===== src/rtl/keydb_pkg.sv =====
// Package: keydb_pkg
// Shared register addresses, key indices and the code-width rule for the
// push-button debounce unit. Assumes an 8-bit register address space.
package keydb_pkg;

    localparam logic [7:0] ADDR_REV     = 8'h01;
    localparam logic [7:0] ADDR_SUBTYPE = 8'h05;
    localparam logic [7:0] ADDR_STAT    = 8'h10;
    localparam logic [7:0] ADDR_IEN     = 8'h11;
    localparam logic [7:0] ADDR_ISTS    = 8'h12;
    localparam logic [7:0] ADDR_PULL    = 8'h70;
    localparam logic [7:0] ADDR_DBC     = 8'h71;

    localparam int NUM_KEYS = 2;
    localparam int KEY_PWR  = 0;
    localparam int KEY_RIN  = 1;

    localparam logic [7:0] WIDE_SUBTYPE_MIN = 8'h04;

    // Width of the window code selected by the subtype strap.
    function automatic int code_width(input logic [7:0] subtype);
        return (subtype >= WIDE_SUBTYPE_MIN) ? 4 : 3;
    endfunction

endpackage


===== src/rtl/keydb_sync.sv =====
// Module: keydb_sync
// Flop chain that brings one asynchronous bit into the clk domain.
// Assumes STAGES >= 2; resets to 0 (key released).
module keydb_sync #(
    parameter int STAGES = 2
) (
    input  logic clk,
    input  logic rst_n,
    input  logic din,
    output logic dout
);

    logic [STAGES-1:0] chain_q;

    // Shift the raw bit through the chain.
    always_ff @(posedge clk) begin
        if (!rst_n) chain_q <= '0;
        else        chain_q <= {chain_q[STAGES-2:0], din};
    end

    assign dout = chain_q[STAGES-1];

endmodule


===== src/rtl/keydb_tick.sv =====
// Module: keydb_tick
// Divides clk by PRESCALE into a one-cycle slow tick (sleep-clock stand-in).
// With PRESCALE <= 1 every clock cycle is a tick.
module keydb_tick #(
    parameter int PRESCALE = 1
) (
    input  logic clk,
    input  logic rst_n,
    output logic tick
);

    generate
        if (PRESCALE <= 1) begin : g_pass
            logic unused_in;
            assign unused_in = clk ^ rst_n;
            assign tick      = 1'b1;
        end else begin : g_div
            localparam int PW = $clog2(PRESCALE);
            localparam logic [PW-1:0] LAST = PW'(PRESCALE - 1);
            logic [PW-1:0] pcnt_q;

            // Free-running modulo-PRESCALE counter.
            always_ff @(posedge clk) begin
                if (!rst_n)              pcnt_q <= '0;
                else if (pcnt_q == LAST) pcnt_q <= '0;
                else                     pcnt_q <= pcnt_q + PW'(1);
            end

            assign tick = (pcnt_q == LAST);

            // the tick counter never leaves its modulo range.
            a_r2_tick_range: assert property (@(posedge clk) disable iff (!rst_n)
                int'(pcnt_q) < PRESCALE);
        end
    endgenerate

endmodule


===== src/rtl/keydb_filter.sv =====
// Module: keydb_filter
// Debounce filter for one synchronised key. The state follows samp only
// after samp has differed from it for P ticks, P = 2^(FULL_LOG2-(TOP-code)).
// Assumes FULL_LOG2 >= TOP so that P >= 1. restart clears the count.
module keydb_filter #(
    parameter int CODE_W    = 3,
    parameter int FULL_LOG2 = 16
) (
    input  logic              clk,
    input  logic              rst_n,
    input  logic              tick,
    input  logic              restart,
    input  logic [CODE_W-1:0] code,
    input  logic              samp,
    output logic              state,
    output logic              flip
);

    localparam int TOP     = (1 << CODE_W) - 1;
    localparam int SH_BASE = FULL_LOG2 - TOP;
    localparam int CW      = FULL_LOG2 + 1;
    localparam logic [CW-1:0] ONE = CW'(1);

    logic [CW-1:0] lim;
    logic [CW-1:0] cnt_q;
    logic          commit;

    // Window length in ticks for the current code.
    assign lim = ONE << (SH_BASE + int'(code));

    // Decide whether this cycle ends a full stable window.
    always_comb begin
        commit = !restart && (samp != state) && tick && (cnt_q == lim - ONE);
    end

    // Count ticks while the input disagrees with the state; commit at the end.
    always_ff @(posedge clk) begin
        if (!rst_n) begin
            cnt_q <= '0;
            state <= 1'b0;
        end else if (restart || (samp == state)) begin
            cnt_q <= '0;
        end else if (commit) begin
            cnt_q <= '0;
            state <= samp;
        end else if (tick) begin
            cnt_q <= cnt_q + ONE;
        end
    end

    assign flip = commit;

    // the state only ever moves to the level the input had.
    a_r2_follow_input: assert property (@(posedge clk) disable iff (!rst_n)
        !$stable(state) |-> (state == $past(samp)));

    // the tick count stays inside the window.
    a_r2_count_bound: assert property (@(posedge clk) disable iff (!rst_n)
        cnt_q < lim);

    // a restart leaves the count at zero.
    a_r9_restart_clear: assert property (@(posedge clk) disable iff (!rst_n)
        restart |=> (cnt_q == '0));

endmodule


===== src/rtl/keydb_unit.sv =====
// Module: keydb_unit
// Top of the push-button debounce unit: two synchronised, debounced keys,
// a byte-wide register file (status, pulls, window code, interrupt status
// and enable, read-only identity) and a level interrupt.
// Assumes a synchronous register port; rdata is combinational from addr.
module keydb_unit
    import keydb_pkg::*;
#(
    parameter logic [7:0] REV_VAL     = 8'h02,
    parameter logic [7:0] SUBTYPE_VAL = 8'h04,
    parameter int         FULL_LOG2   = 16,
    parameter int         PRESCALE    = 586,
    parameter int         SYNC_STAGES = 2
) (
    input  logic       clk,
    input  logic       rst_n,
    input  logic       pwr_key_n,
    input  logic       rin_key_n,
    input  logic [7:0] addr,
    input  logic [7:0] wdata,
    input  logic       we,
    output logic [7:0] rdata,
    output logic       irq,
    output logic       pwr_pull_en,
    output logic       rin_pull_en
);

    localparam int CODE_W = code_width(SUBTYPE_VAL);
    localparam int TOP    = (1 << CODE_W) - 1;
    localparam logic [CODE_W-1:0] RST_CODE = CODE_W'(TOP - 7);

    logic [NUM_KEYS-1:0] keys_n;
    logic [NUM_KEYS-1:0] samp;
    logic [NUM_KEYS-1:0] db;
    logic [NUM_KEYS-1:0] flip;
    logic                tick;

    logic [CODE_W-1:0]   dbc_q;
    logic [1:0]          pull_q;
    logic [NUM_KEYS-1:0] ien_q;
    logic [NUM_KEYS-1:0] ists_q;

    logic wr_dbc, wr_pull, wr_ien, wr_ists;
    logic unused_wdata_hi;

    assign keys_n[KEY_PWR]  = pwr_key_n;
    assign keys_n[KEY_RIN]  = rin_key_n;
    assign unused_wdata_hi  = ^wdata[7:3];

    // Write decode for the writable registers.
    always_comb begin
        wr_dbc  = we && (addr == ADDR_DBC);
        wr_pull = we && (addr == ADDR_PULL);
        wr_ien  = we && (addr == ADDR_IEN);
        wr_ists = we && (addr == ADDR_ISTS);
    end

    keydb_tick #(.PRESCALE(PRESCALE)) u_tick (
        .clk   (clk),
        .rst_n (rst_n),
        .tick  (tick)
    );

    generate
        for (genvar k = 0; k < NUM_KEYS; k++) begin : g_key
            keydb_sync #(.STAGES(SYNC_STAGES)) u_sync (
                .clk   (clk),
                .rst_n (rst_n),
                .din   (~keys_n[k]),
                .dout  (samp[k])
            );

            keydb_filter #(.CODE_W(CODE_W), .FULL_LOG2(FULL_LOG2)) u_filt (
                .clk     (clk),
                .rst_n   (rst_n),
                .tick    (tick),
                .restart (wr_dbc),
                .code    (dbc_q),
                .samp    (samp[k]),
                .state   (db[k]),
                .flip    (flip[k])
            );
        end
    endgenerate

    // Control registers: window code, pull-ups and interrupt enables.
    always_ff @(posedge clk) begin
        if (!rst_n) begin
            dbc_q  <= RST_CODE;
            pull_q <= 2'b11;
            ien_q  <= '0;
        end else begin
            if (wr_dbc)  dbc_q  <= wdata[CODE_W-1:0];
            if (wr_pull) pull_q <= wdata[1:0];
            if (wr_ien)  ien_q  <= wdata[NUM_KEYS-1:0];
        end
    end

    // Sticky edge status: set by any filtered edge, cleared by writing 1; set wins.
    always_ff @(posedge clk) begin
        if (!rst_n)       ists_q <= '0;
        else if (wr_ists) ists_q <= (ists_q & ~wdata[NUM_KEYS-1:0]) | flip;
        else              ists_q <= ists_q | flip;
    end

    // Read mux for the register port.
    always_comb begin
        rdata = 8'h00;
        case (addr)
            ADDR_REV:     rdata = REV_VAL;
            ADDR_SUBTYPE: rdata = SUBTYPE_VAL;
            ADDR_STAT:    rdata = 8'(db);
            ADDR_IEN:     rdata = 8'(ien_q);
            ADDR_ISTS:    rdata = 8'(ists_q);
            ADDR_PULL:    rdata = 8'(pull_q);
            ADDR_DBC:     rdata = 8'(dbc_q);
            default:      rdata = 8'h00;
        endcase
    end

    assign irq         = |(ists_q & ien_q);
    assign pwr_pull_en = pull_q[1];
    assign rin_pull_en = pull_q[0];

    // every filtered edge leaves its status bit set.
    a_r7_edge_sets: assert property (@(posedge clk) disable iff (!rst_n)
        ((ists_q & $past(flip)) == $past(flip)));

    // a status bit falls only through a write of 1 to it.
    a_r7_w1c_only: assert property (@(posedge clk) disable iff (!rst_n)
        $fell(ists_q[KEY_PWR]) |-> $past(wr_ists && wdata[KEY_PWR]));

    // the interrupt rises only after an edge or a register write.
    a_r8_irq_cause: assert property (@(posedge clk) disable iff (!rst_n)
        $rose(irq) |-> ($past(|flip) || $past(we)));

    // the pull enables change only through their register.
    a_r5_pull_write: assert property (@(posedge clk) disable iff (!rst_n)
        !$stable(pull_q) |-> $past(wr_pull));

    // the window code changes only through its register.
    a_r3_code_write: assert property (@(posedge clk) disable iff (!rst_n)
        !$stable(dbc_q) |-> $past(wr_dbc));

endmodule


===== config.mk =====
export PLATFORM = sky130hd
export DESIGN_NAME = keydb_unit
export DESIGN_NICKNAME = d
export VERILOG_FILES = /design/src/rtl/keydb_pkg.sv /design/src/rtl/keydb_sync.sv /design/src/rtl/keydb_tick.sv /design/src/rtl/keydb_filter.sv /design/src/rtl/keydb_unit.sv
export SDC_FILE = /design/constraint.sdc
export NUM_CORES = 1
export LEC_CHECK = 0
export BUFFER_PORTS_ARGS = -buffer_cell sky130_fd_sc_hd__clkbuf_2
export CELL_PAD_IN_SITES_DETAIL_PLACEMENT = 1
export CELL_PAD_IN_SITES_GLOBAL_PLACEMENT = 2
export CORE_MARGIN = 5
export CORE_UTILIZATION = 39
export DETAILED_ROUTE_END_ITERATION = 6
export MAX_ROUTING_LAYER = met4
export PLACE_DENSITY = 0.88
export SETUP_SLACK_MARGIN = 0.2
export SYNTH_ARGS = -nofsm -noshare
export SYNTH_HDL_FRONTEND = slang
export SYNTH_SLANG_ARGS = --single-unit

===== constraint.sdc =====
create_clock -name clk -period 7.1 [get_ports clk]
set_clock_uncertainty 0.2 [all_clocks]
set_input_delay 0.355 -clock clk [delete_from_list [all_inputs] [get_ports clk]]
set_output_delay 0.355 -clock clk [all_outputs]
set_load 0.02 [all_outputs]

After elaboration in Yosys (flattened, before gate mapping)
Cells that the tools add are included.

word-level totals
  register bits = 60
  bits of input ports = 21
  output and inout bits = 11
  logic and storage cells = 62

operators by class
  $add $sub $neg = 5
  equal/unequal tests = 14
  shift-type cells = 1
  mux-type cells = 2
  bitwise logic cells = 10
  reductions and logical operators = 19

operator list
  kind                                                count
  adder 17 x 1 -> 17 bit, second input constant       2
  == test 17 bit                                      2
  left shift 1 x 32 -> 17 bit, first input constant   1
  case mux 4 bit (7 select lines)                     1
  == test 8 x 5 -> 1 bit, second input constant       3
  subtractor 17 x 1 -> 17 bit, second input constant  1
  == test 8 x 7 -> 1 bit, second input constant       2
  adder 10 x 1 -> 10 bit, second input constant       1
  == test 10 bit, second input constant               1
  logical AND 1 bit                                   10
  == test 8 x 1 -> 1 bit, second input constant       1
  == test 8 x 3 -> 1 bit, second input constant       1
  OR reduction 3 bit                                  2
  adder 1 x 4 -> 5 bit, first input constant          1
  NOT 1 bit                                           5
  bitwise AND 2 bit                                   2
  bitwise OR 2 bit                                    2
  AND reduction 2 bit                                 2
  OR reduction 2 bit                                  2
  == test 1 bit                                       2
  logical OR 1 bit                                    2
  two-way mux 2 bit                                   1
  != test 1 bit                                       2
  NOT 2 bit                                           1
  zero test 1 bit                                     1

Logic depth before layout (Yosys ltp)
  word-level depth = 8
  depth in mapped cells = 15
  gate-level depth less buffers = 9

By module
A second synthesis with hierarchy kept.

unflattened totals
  cell total of the unflattened synthesis = 549
  area, all modules = 4,411.7 um2

modules (own cells, without submodules)
  module        times used  cells each  area an instance (um2)  seq. area each (um2)
  keydb_filter  2           206         1,604.0                 360.3
  keydb_unit    1           79          634.4                   200.2
  keydb_tick    1           50          464.2                   200.2
  keydb_sync    2           4           52.6                    40.0

Worst setup path after synthesis
OpenSTA, ideal clock, no wires.

  kind = register to register
  start = register dbc_q[2]
  end = register g_key[0].u_filt.cnt_q[10]
  setup time = 132 ps
  arrival = 3,357 ps
  data required time = 6,768 ps
  slack = 3,412 ps
  stages on the path, launching flop included = 15
  buffers on the path = 5
  period minus slack after synthesis = 3,688 ps
  cell sequence = dfxtp_1 -> buf_2 -> buf_2 -> buf_1 -> nor3_1 -> nand2_1 -> ha_1 -> clkbuf_1 -> nor3b_1 -> o41ai_1 -> o221ai_1 -> a2111o_1 -> nor4_4 -> buf_6 -> nor3_1

between the ends
  cells in the longest elaborated chain, start to end = 6

ends and longest elaborated chain
  element                       line                source
  start: declaration            keydb_unit.sv:38    logic [CODE_W-1:0] dbc_q;
  start signal: assignment      keydb_unit.sv:93    if (wr_dbc) dbc_q <= wdata[CODE_W-1:0];
  adder 1 x 4 -> 5 bit          keydb_filter.sv:29  assign lim = ONE << (SH_BASE + int'(code));
  left shift 1 x 32 -> 17 bit   keydb_filter.sv:29
  subtractor 17 x 1 -> 17 bit   keydb_filter.sv:33  commit = !restart && (samp != state) && tick && (cnt_q == lim - ONE);
  == test 17 bit                keydb_filter.sv:33
  logical AND 1 bit             keydb_filter.sv:33
  OR reduction 3 bit (no line)  -
  end signal: assignment        keydb_filter.sv:47  cnt_q <= cnt_q + ONE;
  end: declaration              keydb_filter.sv:25  logic [CW-1:0] cnt_q;

Every way passes these cells.
A chain may end at the register's enable or synchronous reset.

Worst setup path after layout
  start = register dbc_q[1]
  end = register g_key[1].u_filt.cnt_q[11]

between the ends
  cells in the longest elaborated chain, start to end = 6

ends and longest elaborated chain
  element                       line
  adder 1 x 4 -> 5 bit          keydb_filter.sv:29
  left shift 1 x 32 -> 17 bit   keydb_filter.sv:29
  subtractor 17 x 1 -> 17 bit   keydb_filter.sv:33
  == test 17 bit                keydb_filter.sv:33
  logical AND 1 bit             keydb_filter.sv:33
  OR reduction 3 bit (no line)  -
  end signal: assignment        keydb_filter.sv:47
  end: declaration              keydb_filter.sv:25

Every way passes these cells.

==> metrics.md <==
| Metric | Value |
|---|---|
| Total number of H-tree levels | 3 |
| # nets final | 506 |
| Router iterations before antenna repair | 4 |
| Maximum fanout count along the critical path | 28 |
| Share of final-layout standard cells stronger than drive strength 1 | 0.111 |
| Count of routing violations after the opening detailed-route iteration | 180 |
| Synthesized area | 3870 um^2 |
| Initial Util | 0.398 |
| Utilization of the core after routing | 0.438 |
| Max capacitance violation total | 0 |
| Clock slew seen by the registers of the worst setup and hold paths | 70 ps |
| Maximum single-stage delay on the critical path | 990 ps |
| Die span in y | 110 um |
| Remaining DRCs | 0 |
| Top cell by count, worst path | nor3_1 |
| TritonCTS clock tree | built |
| Placed cell count | 600 |
| Hold Vio Cnt, Final | 0 |
| First-pass GRT wire length | 17.3 mm |
| Cells resized by post-CTS repair | 0 |
| P&R area growth vs syn | 9.95% |
| Required @ worst endpoint | 7090 ps |
| Part of the Yosys area used for sequential elements | 0.310 |
| Run status | completed |
| Largest net degree at the start of global routing | 36 |
| Area of the core region | 9730 um^2 |
| WP data arrival | 4910 ps |
| Setup TNS | 0 ps |
| Unrepaired setup endpoints after global routing | no |
| Flip-flop cell with the highest count after synthesis | dfxtp_1 |
| Drt via density | 5.58 |
| Total of flip-flops plus latches after synthesis | 60 |
| Routed WL per cell | 16.5 um |
| Async S/R FF share, synth | 0 |
| CTS root buffer | clkbuf_8 |
| Power Density | 171 nW/um^2 |
| Number of cell rows | 36 |
| Count of endpoints failing setup in the final report | 0 |
| Worst path slowest cell | dfxtp_1 |
| Reported leakage power | 1.44 nW |
| Clock tree buffer depth | 2 |
| Top achievable clock speed | 203 MHz |
| Critical Path Sink Type | flop |
| Total clock buffers created by CTS | 9 |
| Skew-Pair Late Insertion Delay | 350 ps |
| Routed vias | 3,446 |
| Critical path start-end classification | flop to flop |
| Number of diodes | 0 |
| Antenna violations before repair | 0 |
| Fraction of the cycle the final worst path needs | 0.693 |
| Slew margin rel. | 0.297 |
| Kind of start point of the critical path | flop |
| Slew of the pin with the lowest slew margin | 1050 ps |
| Maximum vdd drop | 160 uV |
| Number of sinks driven by the clock tree | 60 |
| Clock period minus final worst setup slack | 4920 ps |
| Count of flip-flops with a built-in enable after synthesis | 0 |
| Final std cells w/o fill | 618 |
| Global-route congestion overflow total | 0 |
| Horizontal die dimension | 110 um |
| HP Class | input pin to flop |
| Average footprint of a synthesized cell | 8.22 um^2 |
| HPWL after DPL | 7.29 mm |
| Post-Synthesis Cells | 471 |
| Count of input and output buffers | 23 |
| Top cell family by delay on the critical path | simple AND/OR/NAND/NOR gates |
| Via count of the first global-routing pass | 3,459 |
| Placer congestion estimate | 0.820 |
| Final Max Slew Viols | 0 |
| Residual antenna-violating net count after detailed routing | 0 |
| Total number of yosys warnings | 0 |
| GRT Resource Usage Total | 0.189 |
| Power Total | 726 uW |
| Top-level port count | 32 |
| Area of the die | 12,000 um^2 |
| Number of buffers and inverters on the critical path | 0 |
| Crit-path cells | nor3_1 -> nand2_1 -> ha_1 -> or4b_2 -> mux2i_1 -> xnor2_1 -> nand4_1 -> nor4_4 -> nor3_1 |
| Synth cell types | 66 |
| Aggregate routed wire length | 10.2 mm |
## sequential cells by signal, summed over array words and instances (netlist names)
register and cells:
dbc_q 4, g_key.u_filt.cnt_q 34, g_key.u_filt.state 2, g_key.u_sync.chain_q 4, ien_q 2, ists_q 2
pull_q 2, u_tick.g_div.pcnt_q 10
## report_power, final
part / internal (mW) / switching [mW] / total (mW)
Clock: 0.200 / 0.151 / 0.351
Combinational: 0.0130 / 0.0206 / 0.0335
Sequential: 0.339 / 0.00229 / 0.341
Total: 0.552 / 0.174 / 0.726
## worst reg2reg max path, delay by kind of cell (launching register included)
kind	cells	cell delay (ps)
xor gates and xnor gates	1	210
and+or+nand+nor	6	2360
adders and majority gates	1	670
muxes	1	340
DFF	1	990
## cell families (layout without fill, tap and decap cells)
group | Yosys count | count (layout) | share of synthesized area
AO/OA/AOI/OAI | 65 | 65 | 0.125
buffers and inverters | 45 | 56 | 0.0562
adder cells (fa/ha/maj) | 5 | 5 | 0.0162
XOR/XNOR | 58 | 58 | 0.131
other | 2 | 5 | 0.00194
flip-flops | 60 | 60 | 0.310
AND/OR/NAND/NOR | 222 | 222 | 0.323
multiplexers | 14 | 14 | 0.0362
## cell usage in the layout, fill, tap and decap left out, types with 5 or more instances in the layout
cell	instances
dfxtp_1	60
nor3_1	47
nand2_1	36
xnor2_1	34
nand3_1	32
nor2_1	25
xor2_1	24
clkbuf_2	23
mux2i_1	14
nor2b_1	14
inv_1	10
a21oi_1	10
nand4_1	10
clkbuf_8	9
and3_1	8
o21ai_0	7
nor4_1	6
a21boi_0	6
and2_1	6
o211ai_1	5
ha_1	5
conb_1	5
## metrics by stage
step,hold WS (ps),area (um^2),setup slack (ps)
global route,9.26,4260,1670
finish,29.6,4260,2180
floorplan,212,3880,3410
CTS,10.3,4260,2190
global placement,215,4010,2370
detailed placement,246,4010,2190
## cell usage after synthesis, types with 5 or more instances
cell | number | area (um^2)
o211ai_1 | 5 | 37.5
nand3_1 | 32 | 160
a21boi_0 | 6 | 45.0
ha_1 | 5 | 62.6
xnor2_1 | 34 | 298
nor2_1 | 25 | 93.8
nand2_1 | 36 | 135
nor3_1 | 47 | 235
and3_1 | 8 | 50.1
o21ai_0 | 7 | 35.0
clkbuf_1 | 13 | 48.8
a21oi_1 | 10 | 50.1
and2_1 | 6 | 37.5
xor2_1 | 24 | 210
buf_2 | 9 | 45.0
nand4_1 | 10 | 62.6
nor2b_1 | 14 | 87.6
nor4_1 | 6 | 37.5
mux2i_1 | 14 | 140
inv_1 | 10 | 37.5
dfxtp_1 | 60 | 1200
## metal layers
metal / vias up / part of all wire / global-route usage
met4: 0 / 0.013 / 0.0516
met5: - / 0 / -
met1: 1676 / 0.46 / 0.235
met2: 49 / 0.49 / 0.311
li1: 1709 / - / -
met3: 12 / 0.030 / 0.0388
## timing repair
item,in CTS,in global routing
hold buffers,2,0
endpoints found under the hold margin,2,0
buffers inserted,0,0
## final cells by class
| cell class | count | area [um^2] |
|---|---|---|
| clock buffers | 9 | 124 |
| fillers | 1214 | 5470 |
| well taps | 133 | 166 |
| multi-input cells | 369 | 2460 |
| repair buffers | 28 | 158 |
| inverters | 12 | 45.0 |
| clock inverters | 7 | 98.8 |
| flip-flops and latches | 60 | 1200 |
## path summary, 6_finish.rpt
check	start	to	slack (ps)	cells after the start
setup reg to reg	dbc_q[1]	g_key[1].u_filt.cnt_q[11]	2180	9
hold reg to reg	g_key[0].u_sync.chain_q[0]	g_key[0].u_sync.chain_q[1]	260	1
setup / recovery	dbc_q[1]	g_key[1].u_filt.cnt_q[11]	2180	9
hold / removal	wdata[3]	dbc_q[3]	30	3
No activity file was read; power rests on OpenSTA's default activity.
